## src/rtl/lsh_pkg.sv

```systemverilog
package lsh_pkg;
  localparam int unsigned DEF_WIDTH = 8;
  localparam int unsigned DEF_SYNC  = 2;
endpackage

```

## src/rtl/lsh_sync.sv

```systemverilog
module lsh_sync #(
  parameter int unsigned DEPTH   = 2,
  parameter logic        RST_VAL = 1'b0
) (
  input  logic clk,
  input  logic rst_n,
  input  logic din,
  output logic dout
);
  logic [DEPTH-1:0] sr_q, sr_d;

  always_comb begin
    sr_d = {sr_q[DEPTH-2:0], din};
  end

  always_ff @(posedge clk or negedge rst_n) begin
    if (!rst_n) sr_q <= {DEPTH{RST_VAL}};
    else        sr_q <= sr_d;
  end

  assign dout = sr_q[DEPTH-1];
endmodule

```

## src/rtl/lsh_rise.sv

```systemverilog
module lsh_rise #(
  parameter int unsigned DEPTH = 2
) (
  input  logic clk,
  input  logic rst_n,
  input  logic pin,
  output logic pulse
);
  logic lvl, lvl_q;

  lsh_sync #(.DEPTH(DEPTH), .RST_VAL(1'b0)) u_sync (
    .clk(clk), .rst_n(rst_n), .din(pin), .dout(lvl)
  );

  always_ff @(posedge clk or negedge rst_n) begin
    if (!rst_n) lvl_q <= 1'b0;
    else        lvl_q <= lvl;
  end

  assign pulse = lvl & ~lvl_q;
endmodule

```

## src/rtl/lsh_shift_chain.sv

```systemverilog
module lsh_shift_chain #(
  parameter int unsigned W = 8
) (
  input  logic         clk,
  input  logic         rst_n,
  input  logic         shift_en,
  input  logic         clear_n,
  input  logic         ser,
  output logic [W-1:0] stages
);
  logic [W-1:0] stg_q, stg_d, src;

  for (genvar i = 0; i < W; i++) begin : g_src
    if (i == 0) begin : g_low
      assign src[i] = ser;
    end else begin : g_up
      assign src[i] = stg_q[i-1];
    end
  end

  always_comb begin
    stg_d = stg_q;
    if (!clear_n)      stg_d = '0;
    else if (shift_en) stg_d = src;
  end

  always_ff @(posedge clk or negedge rst_n) begin
    if (!rst_n) stg_q <= '0;
    else        stg_q <= stg_d;
  end

  assign stages = stg_q;
endmodule

```

## src/rtl/lsh_hold_reg.sv

```systemverilog
module lsh_hold_reg #(
  parameter int unsigned W = 8
) (
  input  logic         clk,
  input  logic         rst_n,
  input  logic         load,
  input  logic [W-1:0] d,
  output logic [W-1:0] q
);
  logic [W-1:0] q_r, q_d;

  always_comb begin
    q_d = q_r;
    if (load) q_d = d;
  end

  always_ff @(posedge clk or negedge rst_n) begin
    if (!rst_n) q_r <= '0;
    else        q_r <= q_d;
  end

  assign q = q_r;
endmodule

```

## src/rtl/latched_shifter.sv

```systemverilog
module latched_shifter #(
  parameter int unsigned WIDTH = lsh_pkg::DEF_WIDTH,
  parameter int unsigned SYNC  = lsh_pkg::DEF_SYNC
) (
  input  logic             clk,
  input  logic             rst_n,
  input  logic             ser_in,
  input  logic             sh_clk,
  input  logic             st_clk,
  input  logic             clr_n,
  input  logic             oe_n,
  output logic [WIDTH-1:0] par_q,
  output logic [WIDTH-1:0] par_en,
  output logic             cascade_out
);
  logic             sh_pulse, st_pulse, ser_s, clr_s;
  logic [WIDTH-1:0] stages, hold;

  lsh_rise #(.DEPTH(SYNC)) u_sh_edge (
    .clk(clk), .rst_n(rst_n), .pin(sh_clk), .pulse(sh_pulse)
  );

  lsh_rise #(.DEPTH(SYNC)) u_st_edge (
    .clk(clk), .rst_n(rst_n), .pin(st_clk), .pulse(st_pulse)
  );

  lsh_sync #(.DEPTH(SYNC), .RST_VAL(1'b0)) u_ser_sync (
    .clk(clk), .rst_n(rst_n), .din(ser_in), .dout(ser_s)
  );

  lsh_sync #(.DEPTH(SYNC), .RST_VAL(1'b1)) u_clr_sync (
    .clk(clk), .rst_n(rst_n), .din(clr_n), .dout(clr_s)
  );

  lsh_shift_chain #(.W(WIDTH)) u_chain (
    .clk(clk), .rst_n(rst_n), .shift_en(sh_pulse), .clear_n(clr_s),
    .ser(ser_s), .stages(stages)
  );

  lsh_hold_reg #(.W(WIDTH)) u_hold (
    .clk(clk), .rst_n(rst_n), .load(st_pulse), .d(stages), .q(hold)
  );

  assign par_q       = hold;
  assign par_en      = {WIDTH{~oe_n}};
  assign cascade_out = stages[WIDTH-1];
endmodule

```

## config.mk

```make
export PLATFORM = sky130hd
export DESIGN_NAME = latched_shifter
export DESIGN_NICKNAME = d
export VERILOG_FILES = /design/src/rtl/lsh_pkg.sv /design/src/rtl/lsh_sync.sv /design/src/rtl/lsh_rise.sv /design/src/rtl/lsh_shift_chain.sv /design/src/rtl/lsh_hold_reg.sv /design/src/rtl/latched_shifter.sv
export SDC_FILE = /design/constraint.sdc
export NUM_CORES = 1
export LEC_CHECK = 0
export ABC_AREA = 0
export BUFFER_PORTS_ARGS = -buffer_cell sky130_fd_sc_hd__buf_2
export CORE_ASPECT_RATIO = 1.1
export CORE_MARGIN = 2
export CORE_UTILIZATION = 49
export DETAILED_ROUTE_END_ITERATION = 7
export GPL_TIMING_DRIVEN = 0
export PLACE_DENSITY = 0.74
export SYNTH_ARGS = -nofsm -noshare
export SYNTH_HDL_FRONTEND = slang
export SYNTH_SLANG_ARGS = --single-unit
```

## constraint.sdc

```tcl
create_clock -name clk -period 1.55 [get_ports clk]
set_input_delay 0.31 -clock clk [delete_from_list [all_inputs] [get_ports clk]]
set_output_delay 0.31 -clock clk [all_outputs]
set_load 0.03 [all_outputs]
```

==> flow_metrics.env, run 1 <==
export IMPL_outcome="complete, no violations"
export IMPL_fin_nets=100
export IMPL_synth_top_family_by_area="multiplexers"
export IMPL_setup_tns_ps=0
export IMPL_final_area_um2=1200
export IMPL_p_leak_nw=0.646
export IMPL_yosysWarnings=0
export IMPL_hpwl_um=881
export IMPL_crit_slowest_cell="dfrtp_1"
export IMPL_dp_cells=115
export IMPL_grt_max_degree=27
export IMPL_initial_core_util_pct=50.4
export IMPL_rsz0062_at_grt="no"
export IMPL_end_kind="primary output"
export IMPL_syn_to_final_growth_pct=21.5
export IMPL_most_common_layout_cells="dfrtp_1, buf_2, nand2_1"
export IMPL_synth_avg_cell_area_um2=15.4
export IMPL_hold_depth=1
export IMPL_path_max_fanout=3
export IMPL_dieArea_um2=2390
export IMPL_die_w_um=46.8
export IMPL_grt_pass1_wl_um=1990
export IMPL_final_util_pct=61.3
export IMPL_cts_resized=0
export IMPL_cpPeakStageDelay_ps=410
export IMPL_h_tree_depth=1
export IMPL_synthCells=64
export IMPL_peakVddDrop_mv=0.729
export IMPL_drcViolationCount=0
export IMPL_pre_cts_ws_ps=352
export IMPL_wl_met3_um=55
export IMPL_p_per_area_nw_per_um2=1070
export IMPL_grt_use_total_pct=12.5
export IMPL_synthMuxAreaShare_pct=20.3
export IMPL_hold_ws_ps=70.7
export IMPL_timing_fmax_ghz=0.819
export IMPL_synth_adder_area_share_pct=0
export IMPL_routed_via_density=4.38
export IMPL_post_cts_buffers=0
export IMPL_fin_skew_ps=4.09
export IMPL_finalPower_mw=1.28
export IMPL_ys_seq_elements=26
export IMPL_diodes=0
export IMPL_drv_slew=0
export IMPL_hold_class="in2reg"
export IMPL_synth_compound_area_share_pct=0
export IMPL_r2r_slack_ps=460
export IMPL_ant_nets=0
export IMPL_layout_commonest_cell="dfrtp_1"
export IMPL_synth_nets=71
export IMPL_drive_above_1_share_pct=52.2
export IMPL_crit_path_start_kind="flip-flop"
export IMPL_holdPathEnd="u_clr_sync.sr_q[0]$_DFF_PN1_"
export IMPL_grt_pass1_vias=440
export IMPL_yosys_area_share_xor_xnor_pct=0
export IMPL_period_share_pct=78.8
export IMPL_ys_seq_area_share_pct=66.2
export IMPL_finalSetupViolCount=0
export IMPL_cts_root_buffer="clkbuf_4"
export IMPL_grt_overflow_total=0
export IMPL_highest_layer="met4"
export IMPL_path_class="reg2out"
export IMPL_fp_dieH_um=51.1
export IMPL_clk_path_buf_depth=2
export IMPL_io_buffers=23
export IMPL_first_iter_violations=6
export IMPL_clock_sinks=26
export IMPL_crit_buf_inv=1
export IMPL_cts_tree="built"
export IMPL_period_minus_slack_ps=1220
export IMPL_firstDrtPassIters=2
export IMPL_wl_met1_um=596
export IMPL_maxSlewHeadroom_pct=63.8
export IMPL_num_rows=17
export IMPL_cap_violations=0
export IMPL_place_congestion=0.634
export IMPL_crit_chain="buf_2"
export IMPL_path_clk_slew_ps=130
export IMPL_required_ps=1240
export IMPL_ff2ff_path_depth=3
export IMPL_avgRoutedWirePerCell_um=10.5
export IMPL_postCtsHoldBufs=1
export IMPL_crit_arrival_ps=910
export IMPL_dr_total_vias=525
export IMPL_layoutNonFillerInstCount=120
export IMPL_routed_wirelength_um=1260
export IMPL_worstHoldStart="clr_n"
export IMPL_tightestPinTransition_ps=543
export IMPL_crit_family="flip-flops"
export IMPL_rr_startpoint="u_st_edge.u_sync.sr_q[1]$_DFF_PN0_"
export IMPL_synth_cell_types=11
export IMPL_netlist_area_um2=987
export IMPL_antenna_found_initial=0
export IMPL_synthSimpleGateAreaFrac_pct=5.45
export IMPL_worst_slack_ps=328
export IMPL_ios=24
export IMPL_final_hold_violation_count=0
export IMPL_rr_endpoint="u_hold.q[0]$_DFFE_PN0P_"
export IMPL_design_core_area_um2=1960
export IMPL_clk_latency_ps=320
export IMPL_wl_met2_um=565
export IMPL_dpl_cell_area_um2=1140
export IMPL_cts_buffers=3
cells in the mapped netlist (all sizes together):
cell / n / area (um2)
inv: 1 / 3.75
mux2: 8 / 120
mux2i: 8 / 80.1
nand2: 9 / 33.8
dfrtp: 24 / 601
buf: 9 / 71.3
nor2b: 1 / 6.26
clkbuf: 1 / 5.00
nand2b: 1 / 13.8
dfstp: 2 / 52.6
worst max path at each step:
stage                                             start          end  slack, ps  cells after the start
after global placement                             oe_n    par_en[6]        380                      4
after floorplan                                    oe_n    par_en[1]        410                      2
after detailed placement                           oe_n    par_en[2]        350                      4
after CTS                 u_chain.stages[7]$_DFFE_PN0P_  cascade_out        330                      1
final                     u_chain.stages[7]$_DFFE_PN0P_  cascade_out        330                      1
after global routing            u_hold.q[4]$_DFFE_PN0P_     par_q[4]        280                      1
where the power goes:
group          internal, mW  switching, mW
Clock                 0.262          0.199
Combinational        0.0471         0.0675
Sequential            0.698        0.00704
Total                  1.01          0.273
cells by family (layout without fill, tap and decap cells):
logic type             Yosys count  count (layout)
muxes                           16              16
and+or+nand+nor                 11              11
DFF                             26              26
buffers and inverters           11              39
sequential cells by signal, summed over array words and instances, names as in the netlist:
signal and flops:
u_chain.stages 8, u_sh_edge.u_sync.sr_q 2, u_hold.q 8, u_st_edge.lvl_q 1
u_st_edge.u_sync.sr_q 2, u_ser_sync.sr_q 2, u_clr_sync.sr_q 2, u_sh_edge.lvl_q 1
layout make-up:
| cell class | instances | area (um2) |
|---|---|---|
| clock inverter | 1 | 30.0 |
| clock buffer | 3 | 22.5 |
| sequential | 26 | 653 |
| fill | 169 | 757 |
| buffer | 10 | 76.3 |
| inverter | 1 | 3.75 |
| timing repair buffer | 24 | 125 |
| tap | 28 | 35.0 |
| multi-input combinational | 27 | 254 |
per-layer routing:
layer / GRT usage [%] / up-vias
met5: 0 / -
met4: 11.1 / 0
met3: 2.12 / 5
met2: 15.5 / 14
met1: 18.0 / 249
li1: - / 257
worst register-to-register path: cells and delay by family, from the launching register on:
kind / cells / cell delay, ps
buffers and inverters: 1 / 150
AND/OR/NAND/NOR: 1 / 80
multiplexers: 1 / 320
flip-flops: 1 / 440
No activity file was read; power rests on OpenSTA's default activity.
==> inputs of run 2 (changes only) <==
--- a/config.mk
+++ b/config.mk
@@ -9,10 +9,10 @@
 export BUFFER_PORTS_ARGS = -buffer_cell sky130_fd_sc_hd__buf_2
 export CORE_ASPECT_RATIO = 1.1
 export CORE_MARGIN = 2
-export CORE_UTILIZATION = 49
+export CORE_UTILIZATION = 45
 export DETAILED_ROUTE_END_ITERATION = 7
 export GPL_TIMING_DRIVEN = 0
-export PLACE_DENSITY = 0.74
+export PLACE_DENSITY = 0.72
 export SYNTH_ARGS = -nofsm -noshare
 export SYNTH_HDL_FRONTEND = slang
 export SYNTH_SLANG_ARGS = --single-unit
==> constraint.sdc (replaced) <==
create_clock -name clk -period 1.1 [get_ports clk]
set_input_delay 0.22 -clock clk [delete_from_list [all_inputs] [get_ports clk]]
set_output_delay 0.22 -clock clk [all_outputs]
set_load 0.03 [all_outputs]
==> flow_metrics.env, run 2 (synthesis gave the netlist of run 1 again) <==
export IMPL_path_clk_slew_ps=140
export IMPL_layout_commonest_cell="dfrtp_1"
export IMPL_cts_buffers=3
export IMPL_crit_arrival_ps=910
export IMPL_crit_cells=1
export IMPL_routed_via_density=4.44
export IMPL_p_leak_nw=0.717
export IMPL_power_frac_clock_pct=35.6
export IMPL_grt_max_degree=27
export IMPL_fin_skew_ps=6.38
export IMPL_ios=24
export IMPL_hold_ws_ps=366
export IMPL_cap_violations=0
export IMPL_grt_use_total_pct=14.4
export IMPL_dr_total_vias=590
export IMPL_drcViolationCount=0
export IMPL_place_congestion=0.693
export IMPL_clk_path_buf_depth=2
export IMPL_crit_buf_inv=1
export IMPL_path_max_fanout=2
export IMPL_firstDrtPassIters=2
export IMPL_p_switching_mw=0.395
export IMPL_num_fill_cells=157
export IMPL_num_rows=17
export IMPL_path_class="reg2out"
export IMPL_cpPeakStageDelay_ps=430
export IMPL_finalPower_mw=1.83
export IMPL_routed_wirelength_um=1620
export IMPL_cp_startpoint="u_hold.q[3]$_DFFE_PN0P_"
export IMPL_final_util_pct=66.7
export IMPL_p_seq_share_pct=54.5
export IMPL_period_share_pct=102
export IMPL_grt_pass1_vias=639
export IMPL_dieArea_um2=2590
export IMPL_first_iter_violations=1
export IMPL_cp_endpoint="par_q[3]"
export IMPL_p_int_mw=1.44
export IMPL_finalSetupViolCount=6
export IMPL_comb_power_share_pct=9.9
export IMPL_regArea_um2=653
export IMPL_switching_share_pct=21.6
export IMPL_drv_slew=0
export IMPL_failed_checks="setup timing"
export IMPL_tightestPinTransition_ps=574
export IMPL_fp_dieH_um=53.1
export IMPL_hpwl_um=953
export IMPL_diodes=0
export IMPL_h_tree_depth=1
export IMPL_ant_nets=0
export IMPL_ff2ff_path_depth=2
export IMPL_fin_nets=113
export IMPL_io_buffers=23
export IMPL_timing_fmax_ghz=0.889
export IMPL_die_w_um=48.7
export IMPL_cts_root_buffer="clkbuf_4"
export IMPL_peakVddDrop_mv=1.02
export IMPL_crit_family="flip-flops"
export IMPL_end_kind="primary output"
export IMPL_antenna_found_initial=0
export IMPL_rr_startpoint="u_st_edge.lvl_q$_DFF_PN0_"
export IMPL_most_common_layout_cells="dfrtp_1, buf_4, buf_2"
export IMPL_maxSlewHeadroom_pct=61.7
export IMPL_crit_chain="buf_6"
export IMPL_crit_path_start_kind="flip-flop"
export IMPL_syn_to_final_growth_pct=38.0
export IMPL_drive_above_1_share_pct=54.3
export IMPL_outcome="finished with violations"
export IMPL_r2r_slack_ps=60
export IMPL_design_core_area_um2=2040
export IMPL_avgRoutedWirePerCell_um=12.2
export IMPL_multi_input_area_um2=254
export IMPL_required_ps=880
export IMPL_initial_core_util_pct=48.3
export IMPL_rr_endpoint="u_hold.q[0]$_DFFE_PN0P_"
export IMPL_hold_class="reg2reg"
export IMPL_clk_latency_ps=320
export IMPL_cts_tree="built"
export IMPL_p_per_area_nw_per_um2=1350
export IMPL_final_hold_violation_count=0
export IMPL_clock_sinks=26
export IMPL_grt_pass1_wl_um=2700
export IMPL_period_minus_slack_ps=1130
export IMPL_grt_overflow_total=0
export IMPL_rsz0062_at_grt="yes"
export IMPL_worst_slack_ps=-25.1
export IMPL_crit_slowest_cell="dfrtp_1"
run 2: how the worst min path moves through the flow:
stage,from,slack [ps],cells after the start,endpoint
after detailed placement,rst_n,240,1,u_hold.q[6]$_DFFE_PN0P_
final,u_clr_sync.sr_q[0]$_DFF_PN1_,370,0,u_clr_sync.sr_q[1]$_DFF_PN1_
after CTS,u_clr_sync.sr_q[0]$_DFF_PN1_,370,0,u_clr_sync.sr_q[1]$_DFF_PN1_
after global placement,rst_n,230,1,u_hold.q[6]$_DFFE_PN0P_
after global routing,u_clr_sync.sr_q[0]$_DFF_PN1_,370,0,u_clr_sync.sr_q[1]$_DFF_PN1_
after floorplan,rst_n,-80,0,u_chain.stages[0]$_DFFE_PN0P_
run 2: final cells by class:
type	count	area share, %
Tap cell	28	2.57
Clock inverter	1	2.20
Sequential cell	26	47.9
Multi-Input combinational cell	27	18.6
Buffer	8	4.41
Inverter	1	0.275
Timing Repair Buffer	39	22.3
Clock buffer	3	1.65
run 2: power by group through the flow:
stage / clock [mW] / sequential [mW] / combinational [mW]
after floorplan: 0 / 1.02 / 0.101
after global placement: 0 / 1.01 / 0.160
after detailed placement: 0 / 1.01 / 0.164
after CTS: 0.672 / 0.995 / 0.189
after global routing: 0.702 / 1.00 / 0.196
final: 0.652 / 0.999 / 0.182
run 2: what timing repair did:
item                                    in CTS  in global routing
gates resized for setup                     18                  0
pin swaps                                    0                  0
endpoints found under the setup margin       9                 24
endpoints found under the hold margin       28                  0
cloned                                       0                  0
hold buffers                                 5                  0
buffers inserted                             7                  4
run 2: per-stage QoR:
step	TNS [ps]	area, um2	setup slack (ps)	instances
detailed placement	0	1140	40.5	115
floorplan	0	987	90.5	64
global placement	0	1140	51.0	115
global route	-424	1360	-67.3	133
CTS	-107	1350	-20.0	131
finish	-49.3	1360	-25.1	133
run 2: routing by layer:
| metal | up-vias | share of wire [%] | global-route usage, % |
|---|---|---|---|
| met2 | 14 | 52 | 26.3 |
| met4 | 0 | 0.86 | 5.71 |
| met1 | 294 | 43 | 16.5 |
| met3 | 2 | 3.2 | 3.39 |
| met5 | - | 0 | 0 |
| li1 | 280 | - | - |
